--- src/rtl/reconv_pkg.sv ---
package reconv_pkg;
  // Strobes from control to the stack datapath; at most one is high.
  typedef struct packed {
    logic pushUni;
    logic pushPair;
    logic pop;
  } stackCmd_t;
endpackage

--- src/rtl/reconv_stack_dp.sv ---
module reconv_stack_dp
  import reconv_pkg::*;
#(
  parameter int LANES   = 4,
  parameter int DEPTH   = 8,
  parameter int PC_W    = 32,
  parameter int PC_STEP = 4,
  localparam int CNT_W  = $clog2(DEPTH + 1)
) (
  input  logic             clk,
  input  logic             rstN,
  input  stackCmd_t        cmd,
  input  logic [LANES-1:0] activeMask,
  input  logic [LANES-1:0] predMask,
  input  logic [PC_W-1:0]  curPc,
  output logic [CNT_W-1:0] depthCnt,
  output logic [LANES-1:0] topMask,
  output logic [PC_W-1:0]  topPc,
  output logic             topUniform,
  output logic             topFallThrough
);
  logic [LANES-1:0] maskMem [DEPTH];
  logic [PC_W-1:0]  pcMem   [DEPTH];
  logic             uniMem  [DEPTH];
  logic             ftMem   [DEPTH];

  logic [PC_W-1:0] resumePc;
  assign resumePc = curPc + PC_W'(PC_STEP);

  // Each slot decides for itself whether it is written this cycle.
  for (genvar g = 0; g < DEPTH; g++) begin : gSlot
    always_ff @(posedge clk) begin
      if (!rstN) begin
        maskMem[g] <= '0;
        pcMem[g]   <= '0;
        uniMem[g]  <= 1'b0;
        ftMem[g]   <= 1'b0;
      end else if (cmd.pushUni && depthCnt == CNT_W'(g)) begin
        maskMem[g] <= activeMask;
        pcMem[g]   <= curPc;
        uniMem[g]  <= 1'b1;
        ftMem[g]   <= 1'b0;
      end else if (cmd.pushPair && depthCnt == CNT_W'(g)) begin
        maskMem[g] <= activeMask;
        pcMem[g]   <= curPc;
        uniMem[g]  <= 1'b0;
        ftMem[g]   <= 1'b1;
      end else if (cmd.pushPair && depthCnt + CNT_W'(1) == CNT_W'(g)) begin
        maskMem[g] <= activeMask & predMask;
        pcMem[g]   <= resumePc;
        uniMem[g]  <= 1'b0;
        ftMem[g]   <= 1'b0;
      end
    end
  end

  always_ff @(posedge clk) begin
    if (!rstN)             depthCnt <= '0;
    else if (cmd.pushUni)  depthCnt <= depthCnt + CNT_W'(1);
    else if (cmd.pushPair) depthCnt <= depthCnt + CNT_W'(2);
    else if (cmd.pop)      depthCnt <= depthCnt - CNT_W'(1);
  end

  always_comb begin
    topMask        = '0;
    topPc          = '0;
    topUniform     = 1'b0;
    topFallThrough = 1'b0;
    for (int i = 0; i < DEPTH; i++) begin
      if (depthCnt == CNT_W'(i + 1)) begin
        topMask        = maskMem[i];
        topPc          = pcMem[i];
        topUniform     = uniMem[i];
        topFallThrough = ftMem[i];
      end
    end
  end
endmodule

--- src/rtl/reconv_ctrl.sv ---
module reconv_ctrl
  import reconv_pkg::*;
#(
  parameter int LANES  = 4,
  parameter int DEPTH  = 8,
  parameter int PC_W   = 32,
  localparam int CNT_W = $clog2(DEPTH + 1)
) (
  input  logic             cmdSplit,
  input  logic             cmdJoin,
  input  logic             cmdBranch,
  input  logic [LANES-1:0] activeMask,
  input  logic [LANES-1:0] predMask,
  input  logic [CNT_W-1:0] depthCnt,
  input  logic [LANES-1:0] topMask,
  input  logic [PC_W-1:0]  topPc,
  input  logic             topUniform,
  input  logic             topFallThrough,
  output stackCmd_t        cmd,
  output logic [LANES-1:0] nextMask,
  output logic             redirectValid,
  output logic [PC_W-1:0]  redirectPc,
  output logic             divFault,
  output logic             stackErr
);
  logic [LANES-1:0] takenLanes;
  logic             anyActive, mixed, roomOne, roomTwo;

  assign takenLanes = activeMask & predMask;
  assign anyActive  = |activeMask;
  // The taken set is a subset of the active set, so a partial match is mixed.
  assign mixed      = (takenLanes != '0) && (takenLanes != activeMask);
  assign roomOne    = depthCnt < CNT_W'(DEPTH);
  assign roomTwo    = depthCnt < CNT_W'(DEPTH - 1);

  always_comb begin
    cmd           = '0;
    nextMask      = activeMask;
    redirectValid = 1'b0;
    redirectPc    = '0;
    divFault      = 1'b0;
    stackErr      = 1'b0;
    if (cmdSplit) begin
      if (!anyActive) begin
        divFault = 1'b1;
      end else if (!mixed) begin
        if (roomOne) cmd.pushUni = 1'b1;
        else         stackErr    = 1'b1;
      end else if (roomTwo) begin
        cmd.pushPair = 1'b1;
        nextMask     = activeMask & ~predMask;
      end else begin
        stackErr = 1'b1;
      end
    end else if (cmdJoin) begin
      if (depthCnt == '0) begin
        stackErr = 1'b1;
      end else begin
        cmd.pop  = 1'b1;
        nextMask = topMask;
        if (!topUniform && !topFallThrough) begin
          redirectValid = 1'b1;
          redirectPc    = topPc;
        end
      end
    end else if (cmdBranch) begin
      divFault = mixed;
    end
  end
endmodule

--- src/rtl/simt_reconv_stack.sv ---
module simt_reconv_stack
  import reconv_pkg::*;
#(
  parameter int LANES   = 4,
  parameter int DEPTH   = 8,
  parameter int PC_W    = 32,
  parameter int PC_STEP = 4
) (
  input  logic             clk,
  input  logic             rstN,
  input  logic             cmdSplit,
  input  logic             cmdJoin,
  input  logic             cmdBranch,
  input  logic [LANES-1:0] activeMask,
  input  logic [LANES-1:0] predMask,
  input  logic [PC_W-1:0]  curPc,
  output logic [LANES-1:0] nextMask,
  output logic             redirectValid,
  output logic [PC_W-1:0]  redirectPc,
  output logic             divFault,
  output logic             stackErr
);
  localparam int CNT_W = $clog2(DEPTH + 1);

  stackCmd_t        stackCmd;
  logic [CNT_W-1:0] depthCnt;
  logic [LANES-1:0] topMask;
  logic [PC_W-1:0]  topPc;
  logic             topUniform, topFallThrough;

  reconv_ctrl #(.LANES(LANES), .DEPTH(DEPTH), .PC_W(PC_W)) u_ctrl (
    .cmdSplit(cmdSplit), .cmdJoin(cmdJoin), .cmdBranch(cmdBranch),
    .activeMask(activeMask), .predMask(predMask), .depthCnt(depthCnt),
    .topMask(topMask), .topPc(topPc), .topUniform(topUniform),
    .topFallThrough(topFallThrough), .cmd(stackCmd), .nextMask(nextMask),
    .redirectValid(redirectValid), .redirectPc(redirectPc),
    .divFault(divFault), .stackErr(stackErr)
  );

  reconv_stack_dp #(.LANES(LANES), .DEPTH(DEPTH), .PC_W(PC_W), .PC_STEP(PC_STEP)) u_dp (
    .clk(clk), .rstN(rstN), .cmd(stackCmd), .activeMask(activeMask),
    .predMask(predMask), .curPc(curPc), .depthCnt(depthCnt),
    .topMask(topMask), .topPc(topPc), .topUniform(topUniform),
    .topFallThrough(topFallThrough)
  );
endmodule

--- config.mk ---
export PLATFORM = sky130hd
export DESIGN_NAME = simt_reconv_stack
export DESIGN_NICKNAME = d
export VERILOG_FILES = /design/src/rtl/reconv_pkg.sv /design/src/rtl/reconv_stack_dp.sv /design/src/rtl/reconv_ctrl.sv /design/src/rtl/simt_reconv_stack.sv
export SDC_FILE = /design/constraint.sdc
export NUM_CORES = 1
export LEC_CHECK = 0
export ABC_CLOCK_PERIOD_IN_PS = 11800
export BUFFER_PORTS_ARGS = -buffer_cell sky130_fd_sc_hd__buf_2
export CAP_MARGIN = 5
export CORE_ASPECT_RATIO = 0.8
export CORE_MARGIN = 4
export CORE_UTILIZATION = 30
export DETAILED_ROUTE_END_ITERATION = 8
export MAX_ROUTING_LAYER = met4
export SYNTH_ARGS = -nofsm -noshare
export SYNTH_HDL_FRONTEND = slang
export SYNTH_SLANG_ARGS = --single-unit
--- constraint.sdc ---
create_clock -name clk -period 11.8 [get_ports clk]
set_input_delay 1.77 -clock clk [delete_from_list [all_inputs] [get_ports clk]]
set_output_delay 1.77 -clock clk [all_outputs]
set_load 0.05 [all_outputs]
Yosys cells after proc, flatten, opt, wreduce, memory -nomap -nowiden
Memories as Yosys holds them, arrays and structs flattened.
Index checks and enable logic that the tools add are counted.
{ "totals": {"elab_cells": 421, "out_inout_bits": 39, "memories": 4, "ramBits": 304, "register_bits": 4} }
{ "mem_list": {"columns": ["name", "words", "word_bits", "rd", "rd_ports_with_merged_regs", "write_ports", "line", "rtl"], "rows": [
  ["u_dp.pcMem", 8, 32, 8, 0, 8, "reconv_stack_dp.sv:23", "logic [PC_W-1:0] pcMem [DEPTH];"],
  ["u_dp.maskMem", 8, 4, 8, 0, 8, "reconv_stack_dp.sv:22", "logic [LANES-1:0] maskMem [DEPTH];"],
  ["u_dp.ftMem", 8, 1, 8, 0, 8, "reconv_stack_dp.sv:25", "logic ftMem [DEPTH];"],
  ["u_dp.uniMem", 8, 1, 8, 0, 8, "reconv_stack_dp.sv:24", "logic uniMem [DEPTH];"]
]} }
{ "classes": {"eq_ne": 16, "n_reduce_logical": 33, "n_addsub": 4, "order_cmp": 2, "muxes": 262, "bitwise": 99} }
{ "ops": {"columns": ["operator", "count"], "rows": [
  ["$mux W32", 36],
  ["$mux W1", 183],
  ["$mux W4", 41],
  ["$or A1 B1 Y1", 96],
  ["$add A32 B3 Y32 const B", 1],
  ["$eq A4 B3 Y1 const B", 8],
  ["$logic_and A1 B1 Y1", 26],
  ["$eq A4 B2 Y1 const B", 4],
  ["$and A4 B4 Y4", 2],
  ["$eq A4 B1 Y1 const B", 2],
  ["$logic_not A4 Y1", 2],
  ["$add A4 B1 Y4 const B", 1],
  ["$add A4 B2 Y4 const B", 1],
  ["$eq A4 B4 Y1 const B", 1],
  ["$lt A4 B3 Y1 const B", 1],
  ["$lt A4 B4 Y1 const B", 1],
  ["$mux W2", 2],
  ["$ne A4 B4 Y1", 1],
  ["$not A4 Y4", 1],
  ["$reduce_bool A4 Y1", 1],
  ["$reduce_or A4 Y1", 1],
  ["$sub A4 B1 Y4 const B", 1],
  ["$reduce_bool A3 Y1", 1],
  ["$logic_not A1 Y1", 2]
]} }

Logic depth before layout (Yosys ltp)
Gate-level depths: netlist of run 1.
{ "logic_depth": {"depth_word": 15, "depth_mapped": 10, "depth_no_buf": 8} }

Hierarchy
Synthesis of run 1 repeated with hierarchy kept, for this count alone.
{ "unflattened": {"hier_cells": 1769, "hier_area_um2": 17489.3} }
{ "by_module_without_submodules": {"columns": ["mod", "area_per_inst_um2", "cells_each", "n_inst"], "rows": [
  ["reconv_stack_dp", 16966.3, 1701, 1],
  ["reconv_ctrl", 523.0, 68, 1]
]} }

Worst setup path after synthesis of run 1
OpenSTA, ideal clock, no wires.
{ "synth_timing": {"kind": "input port to flip-flop", "start": "input port predMask[2]", "end": "memory u_dp.ftMem[5][0] (netlist: u_dp.ftMem[1][1]), enable pin", "required_ns": 11.234, "slack_ns": 3.660, "t_arrival_ns": 7.574, "setup_time_ns": 0.566, "stages": 6, "path_cell_list": "clkbuf_1 a22oi_1 nand2_2 a211oi_1 a21oi_1 o311ai_0"} }
{ "synth_rtl": {"columns": ["element", "line", "rtl"], "rows": [
  ["from (decl)", "simt_reconv_stack.sv:15", "input logic [LANES-1:0] predMask,"],
  ["to (decl)", "reconv_stack_dp.sv:25", null]
]} }

Final worst setup path of run 1
{ "layout_timing": {"start": "register u_dp.depthCnt[0]", "end": "output port redirectPc[31]"} }
{ "layout_between": {"elab_chain_cells": 15} }
{ "layout_rtl": {"columns": ["element", "line", "rtl"], "rows": [
  ["from (decl)", "reconv_stack_dp.sv:16", "output logic [CNT_W-1:0] depthCnt,"],
  ["from (signal assigned)", "reconv_stack_dp.sv:59", "else if (cmd.pushUni) depthCnt <= depthCnt + CNT_W'(1);"],
  ["from (signal assigned)", "reconv_stack_dp.sv:60", "else if (cmd.pushPair) depthCnt <= depthCnt + CNT_W'(2);"],
  ["from (signal assigned)", "reconv_stack_dp.sv:61", "else if (cmd.pop) depthCnt <= depthCnt - CNT_W'(1);"],
  ["$eq A4 B1 Y1", "reconv_stack_dp.sv:70", "if (depthCnt == CNT_W'(i + 1)) begin"],
  ["$mux W1 (8 in a row)", "reconv_stack_dp.sv:70", null],
  ["$logic_not A1 Y1", "reconv_ctrl.sv:61", "if (!topUniform && !topFallThrough) begin"],
  ["$logic_and A1 B1 Y1", "reconv_ctrl.sv:61", null],
  ["$mux W32", "reconv_ctrl.sv:61", null],
  ["$mux W32 (*)", "reconv_ctrl.sv:56", "if (depthCnt == '0) begin"],
  ["$mux W32 (*)", "reconv_ctrl.sv:55", "end else if (cmdJoin) begin"],
  ["$mux W32 (*)", "reconv_ctrl.sv:43", "if (cmdSplit) begin"],
  ["to (decl)", "simt_reconv_stack.sv:19", "output logic [PC_W-1:0] redirectPc,"]
]} }
Every way passes the cells marked *; elsewhere a longest branch is shown, timed or not.

==> out/qor.yml, run 1 <==
sta:
  hold_viol: 0
  min_period_over_period_pct: 54.2
  tightest_slew_ns: 1.24
  setup-violations-final: 0
  fin_hold_ws_ns: 0.529
  skew_ns: 0.00971
  clock.fmax_mhz: 156
  period_needed_ns: 6.39
  report.final.slew_viol_count: 0
  rsz0062_at_grt: "false"
  slew_headroom_pct: 17.0
  tns_ns: 0
drt:
  post_drt_wl_per_cell_microns: 23.8
  antenna_left: 0
  drt_first_iter_violations: 1700
  drt_pass1_iterations: 5
  drc: 0
  totalWireLength_microns: 56000
  vias: 13475
  viasPerCell: 5.74
min_path:
  whs_path_depth: 2
  holdPathEnd: "u_dp.uniMem[1][0]"
  hold_path_startpoint: "u_dp.uniMem[1][0]"
  hp-class: "reg2reg"
clocking:
  cts_buffers: 34
  post_cts_buffers: 0
  cts-root-buf: "clkbuf_16"
  clk_pin_slew_worst_paths_ns: 0.06
  cts_resized: 0
  htreeDepth: 2
  clockBufferDepth: 3
  cts_tree: "yes"
  ctsHoldBuffers: 0
  clock_latency_ns: 0.53
  cts.sinks: 308
worst_setup_path:
  timing.rr.start: "u_dp.depthCnt[1]"
  crit_chain: "inv_1, ha_2, buf_4, clkinv_1, nand3_2, nor2_1, or3_1, a21oi_1, buf_2"
  cpPeakStageDelay_ns: 0.96
  crit_arrival_ns: 4.62
  critPathRequiredTime_ns: 10.03
  path_buf_inv: 4
  critPathTopFamily: "buffers and inverters"
  start_kind: "flip-flop"
  timing_worst_setup_path_type: "reg2out"
  r2r_cells: 7
  r2r_setup_slack_ns: 7.31
  path_max_fanout: 48
  cp-end-kind: "output port"
  timing.rr.end: "u_dp.pcMem[0][28]"
  cpMaxStageDelayCell: "nand3_2"
floorplan:
  io_pins: 84
  coreArea_sq_um: 52800
  die_h_microns: 215
  die-area_sq_um: 57600
  start_util_pct: 30.6
  num_rows: 75
  fp.dieW_microns: 267
placed_design:
  port_buffers: 83
  gp_congestion: 0.837
  dp.cells: 2288
  place_hpwl_microns: 33100
grt:
  first_global_vias: 12897
  antenna_found_initial: 2
  grt_max_degree: 84
  grt_pass1_wl_microns: 82800
  grt_usage_pct: 19.3
  grt_overflow: 0
logic_synthesis:
  postSynthAreaPerCell_sq_um: 9.95
  ys_seq_elements: 308
  seq_area_frac_synth_pct: 56.9
  synthesis.area_sq_um: 16100
  postSynth.asyncResetShare_pct: 0
  syn_inst: 1623
  synth.distinct_cells: 69
  synth_warnings: 0
  syn_nets: 1678
  synth-edff-count: 302
  synth_top_flop_cell: "edfxtp_1"
finish:
  layout-drive-gt1-share_pct: 12.5
  syn_to_final_growth_pct: 13.5
  final_util_pct: 34.7
  fin_cells: 2349
  final_nets: 1686
pwr:
  powerDensity_nw_per_um2: 165
  ir_worst_vdd_mv: 0.0746
  p_leak_nw: 6.04
run_status:
  status: "completed"
job:
  max-cap-violations: 0
## worst max-delay path by stage
| stage | cells past startpoint | end | slack (ns) | from |
|---|---|---|---|---|
| floorplan | 6 | u_dp.ftMem[1][1] | 3.66 | predMask[2] |
| CTS | 9 | redirectPc[31] | 5.53 | u_dp.depthCnt[0] |
| finish | 9 | redirectPc[31] | 5.41 | u_dp.depthCnt[0] |
| detailed placement | 8 | redirectPc[30] | 5.71 | cmdSplit |
| global route | 9 | redirectPc[31] | 5.31 | u_dp.depthCnt[0] |
| global placement | 8 | redirectPc[17] | 5.82 | cmdSplit |
## routing by layer
metal,share of wire [%],GRT usage (%),vias up
li1,-,-,6019
met1,43,27.4,6629
met3,10,3.61,87
met2,44,28.6,740
met5,0,-,-
met4,2.5,5.28,0
## cell type report
type | instances | area [sq um]
Fill cell | 5268 | 34500
Sequential cell | 308 | 9190
Multi-Input combinational cell | 1148 | 6460
Clock buffer | 51 | 978
Tap cell | 693 | 867
Timing Repair Buffer | 125 | 731
Inverter | 14 | 52.6
Clock inverter | 8 | 33.8
Antenna cell | 2 | 5.00
## worst register-to-register path, stage by stage (launching register included)
cell      delay, ns
dfxtp_1        0.47
ha_2           0.24
buf_4          0.71
xnor2_1        0.32
nand2_1        0.32
or4b_1         1.13
o211ai_1       0.33
buf_4          0.58
## flip-flops by register name, indices dropped and copies added (netlist names)
name           count
u_dp.uniMem        8
u_dp.ftMem         8
u_dp.maskMem      32
u_dp.pcMem       256
u_dp.depthCnt      4
## cells in the final DEF (no fill, tap or decap), drive strengths merged, types with 10 or more instances in the layout
cell | netlist | layout
a21boi | 12 | 12
a21oi | 92 | 92
a221oi | 34 | 34
a22oi | 70 | 70
buf | 46 | 125
clkbuf | 107 | 51
clkinv | 2 | 10
edfxtp | 302 | 302
ha | 10 | 10
inv | 12 | 12
nand2 | 292 | 292
nand2b | 11 | 11
nand3 | 31 | 31
nand4 | 10 | 10
nor2 | 66 | 66
nor2b | 26 | 26
nor3 | 12 | 12
o21ai | 320 | 320
or3 | 36 | 36
xor2 | 24 | 24
## cells by family (layout without fill, tap and decap cells)
family                   after synthesis  after routing  synth area share, %
buffers and inverters                167            198                 4.12
adder cells (fa/ha/maj)               10             10                0.775
AO/OA/AOI/OAI                        596            596                 22.3
flip-flops                           308            308                 56.9
AND/OR/NAND/NOR                      512            512                 14.3
other                                  1              3               0.0232
XOR/XNOR                              29             29                 1.57
## cells in the mapped netlist (all sizes together), types with 6 or more instances
library cell / number / area [sq um]
o21ai: 320 / 1600
edfxtp: 302 / 9070
nand2: 292 / 1100
clkbuf: 107 / 402
a21oi: 92 / 464
a22oi: 70 / 526
nor2: 66 / 248
buf: 46 / 210
or3: 36 / 225
a221oi: 34 / 298
nand3: 31 / 160
nor2b: 26 / 163
xor2: 24 / 210
a21boi: 12 / 90.1
inv: 12 / 45.1
nor3: 12 / 65.1
nand2b: 11 / 68.8
ha: 10 / 125
nand4: 10 / 75.1
and3: 9 / 56.3
o21a: 9 / 67.6
a211oi: 7 / 72.6
a21o: 6 / 45.0
a221o: 6 / 60.1
and4: 6 / 52.6
dfxtp: 6 / 120
o311ai: 6 / 52.6
## stage by stage
| step | area [sq um] | setup WS (ns) | total power [mW] |
|---|---|---|---|
| 2_1_floorplan | 16100 | 3.66 | 1.79 |
| 3_3_place_gp | 17300 | 5.82 | 2.03 |
| 3_5_place_dp | 17300 | 5.71 | 2.04 |
| 4_1_cts | 18300 | 5.53 | 3.04 |
| 5_1_grt | 18300 | 5.31 | 3.14 |
| 6_report | 18300 | 5.41 | 3.03 |
## power breakdown
part           total [mW]  internal [mW]  leakage, nW  switching, mW
logic               0.669          0.173         2.37          0.497
clock network        1.01          0.572        0.492          0.434
registers            1.36           1.32         3.18         0.0374
Note: power is estimated with default switching activity, not from simulation.
==> run 2, diff against run 1 <==
--- a/config.mk
+++ b/config.mk
@@ -5,7 +5,8 @@
 export SDC_FILE = /design/constraint.sdc
 export NUM_CORES = 1
 export LEC_CHECK = 0
-export ABC_CLOCK_PERIOD_IN_PS = 11800
+export ABC_AREA = 1
+export ABC_CLOCK_PERIOD_IN_PS = 5800
 export BUFFER_PORTS_ARGS = -buffer_cell sky130_fd_sc_hd__buf_2
 export CAP_MARGIN = 5
 export CORE_ASPECT_RATIO = 0.8
==> constraint.sdc (replaced) <==
create_clock -name clk -period 5.8 [get_ports clk]
set_input_delay 0.87 -clock clk [delete_from_list [all_inputs] [get_ports clk]]
set_output_delay 0.87 -clock clk [all_outputs]
set_load 0.05 [all_outputs]
==> run 2 against run 1 <==
  * Sequential share of layout area shrank 3.3 points
  * Setup slack worse by 4.7 ns
  * Highest routed layer unchanged
  * Sequential cell count unchanged
  * Combinational power grew to 2.8 times the previous value
  * Clock skew increased by 0.0046 ns
  * Register-to-register slack lost 6.0 ns
==> out/qor.yml, run 2 <==
sta:
  report.final.slew_viol_count: 0
  slew_headroom_pct: 19.5
  skew_ns: 0.0143
  rsz0062_at_grt: "false"
  period_needed_ns: 5.07
  setup-violations-final: 0
  min_period_over_period_pct: 87.5
  tns_ns: 0
  tightest_slew_ns: 1.20
  clock.fmax_mhz: 197
  hold_viol: 0
clocking:
  cts.sinks: 308
  cts-root-buf: "clkbuf_16"
  clk_pin_slew_worst_paths_ns: 0.06
  ctsHoldBuffers: 0
  clockBufferDepth: 3
  cts_resized: 0
  cts_buffers: 36
  clock_latency_ns: 0.54
  cts_tree: "yes"
  post_cts_buffers: 0
  htreeDepth: 2
grt:
  grt_pass1_wl_microns: 92700
  grt_usage_pct: 19.9
  grt_overflow: 0
  antenna_found_initial: 0
  grt_max_degree: 71
  first_global_vias: 14671
finish:
  largest_reg_flops: 256
  largestRegisters: "u_dp.pcMem: 256 flops, u_dp.maskMem: 32 flops"
  mostFrequentLayoutCells: "nand2_1, nor2_1, edfxtp_1, o22ai_1, inv_1"
  layout-drive-gt1-share_pct: 12.2
  multiInputGateArea_sq_um: 7030
  final_common_cell: "nand2_1"
  final_nets: 2202
  syn_to_final_growth_pct: 12.7
  seqCellArea_sq_um: 9190
  regMostFlops: "u_dp.pcMem"
  fin_cells: 2932
  nFillCells: 5909
floorplan:
  io_pins: 84
  fp.dieW_microns: 277
  start_util_pct: 30.5
  coreArea_sq_um: 57100
  die-area_sq_um: 61900
  num_rows: 78
  die_h_microns: 223
worst_setup_path:
  r2r_setup_slack_ns: 1.32
  critPathRequiredTime_ns: 4.93
  start_kind: "flip-flop"
  crit_arrival_ns: 4.20
  timing_worst_setup_path_type: "reg2out"
  path_max_fanout: 23
  cp-end-kind: "output port"
logic_synthesis:
  synth_top_flop_cell: "edfxtp_1"
  postSynthAreaPerCell_sq_um: 8.23
  synth.distinct_cells: 41
  syn_inst: 2113
  syn_nets: 2168
  synth_top_area_cell: "edfxtp_1"
  postSynth.asyncResetShare_pct: 0
  synthesis.area_sq_um: 17400
  synthTopCellsByCount: "nand2_1, nor2_1, edfxtp_1, o22ai_1, inv_1"
  synth-edff-count: 302
  seq_area_frac_synth_pct: 52.8
  synth_top_area_share_pct: 52.1
  synth_area_leaders: "edfxtp_1, nand2_1, nor2_1"
  synth_warnings: 0
  ys_seq_elements: 308
  synth.most_common_cell: "nand2_1"
placed_design:
  dp.cells: 2869
  place_hpwl_microns: 40200
  gp_congestion: 0.933
  port_buffers: 83
pwr:
  p_leak_nw: 8.21
  power_mw: 6.74
  ir_worst_vdd_mv: 0.180
  powerDensity_nw_per_um2: 344
drt:
  antenna_left: 0
  drc: 0
  totalWireLength_microns: 61900
  drt_first_iter_violations: 1768
  drt_pass1_iterations: 5
  post_drt_wl_per_cell_microns: 21.1
  vias: 15580
  viasPerCell: 5.31
run_status:
  status: "completed"
job:
  max-cap-violations: 0
min_path:
  hp-class: "reg2reg"
run 2: cell types whose count changed after synthesis, sizes merged, moves of 34 or more:
cell and delta:
a22oi -70, o21ai -227, inv +146, buf +34, a21oi -37, o22ai +158
clkbuf -61, nand2 +313, or3 -36, a221oi -34, nand3 +67, nor2 +270
run 2: final timing paths:
check / start / end / depth (start not counted)
worst max register to register: u_dp.depthCnt[0] / u_dp.pcMem[1][73] / 10
worst min-delay path: u_dp.ftMem[1][0] / u_dp.ftMem[1][0] / 2
worst max-delay path: u_dp.depthCnt[0] / redirectPc[30] / 14
worst min register to register: u_dp.ftMem[1][0] / u_dp.ftMem[1][0] / 2
run 2: layout make-up:
| type | count | share of cell area, % |
|---|---|---|
| Antenna cell | 1 | 0.0128 |
| Clock buffer | 44 | 4.85 |
| Clock inverter | 18 | 0.657 |
| Inverter | 174 | 3.33 |
| Multi-Input combinational cell | 1505 | 35.8 |
| Sequential cell | 308 | 46.8 |
| Tap cell | 760 | 4.85 |
| Timing Repair Buffer | 122 | 3.61 |
run 2: through the flow:
step | setup slack (ns) | util, % | instance area [sq um] | hold slack [ns]
detailed placement | 1.26 | 32.5 | 18500 | 0.488
global placement | 1.31 | 32.5 | 18500 | 0.454
finish | 0.725 | 34.4 | 19600 | 0.493
floorplan | 1.83 | - | 17400 | 0.443
CTS | 0.687 | 34.4 | 19600 | 0.496
global route | 0.392 | 34.4 | 19600 | 0.505
run 2: cell families (layout without fill, tap and decap cells):
logic type | count (synthesis) | after routing | share of synthesized area, %
fa+ha+maj | 10 | 10 | 0.719
simple gates | 1147 | 1147 | 27.4
flops | 308 | 308 | 52.8
buf+inv | 300 | 358 | 7.08
other cells | 1 | 2 | 0.0216
xor+xnor | 28 | 28 | 1.45
compound gates | 319 | 319 | 10.5
run 2: where the power goes:
| group | internal (mW) | leakage, nW | switching, mW |
|---|---|---|---|
| sequential | 2.68 | 3.18 | 0.0690 |
| clock | 1.22 | 0.530 | 0.939 |
| combinational | 0.477 | 4.51 | 1.36 |
| total | 4.37 | 8.21 | 2.37 |
run 2: critical path: stages, from the launching register on:
cell     delay (ns)
dfxtp_1        0.47
inv_1          0.13
ha_1           0.32
inv_1          0.76
nand2_1        0.12
nand2_1        0.10
nand2_1        0.05
nand2_1        0.05
nand2_1        0.05
nand2_1        0.09
nand2_1        0.05
nand2_1        0.56
nand3_1        0.43
nor2_1         0.20
buf_2          0.28
run 2: routing by layer:
| metal | up-vias | GRT usage (%) | part of all wire, % | wire length, microns |
|---|---|---|---|---|
| met2 | 830 | 29.0 | 42 | 26300 |
| met3 | 106 | 4.13 | 10 | 6230 |
| met4 | 0 | 5.54 | 2.7 | 1650 |
| met5 | - | - | 0 | 0 |
| met1 | 7447 | 28.2 | 45 | 27800 |
| li1 | 7197 | - | - | - |
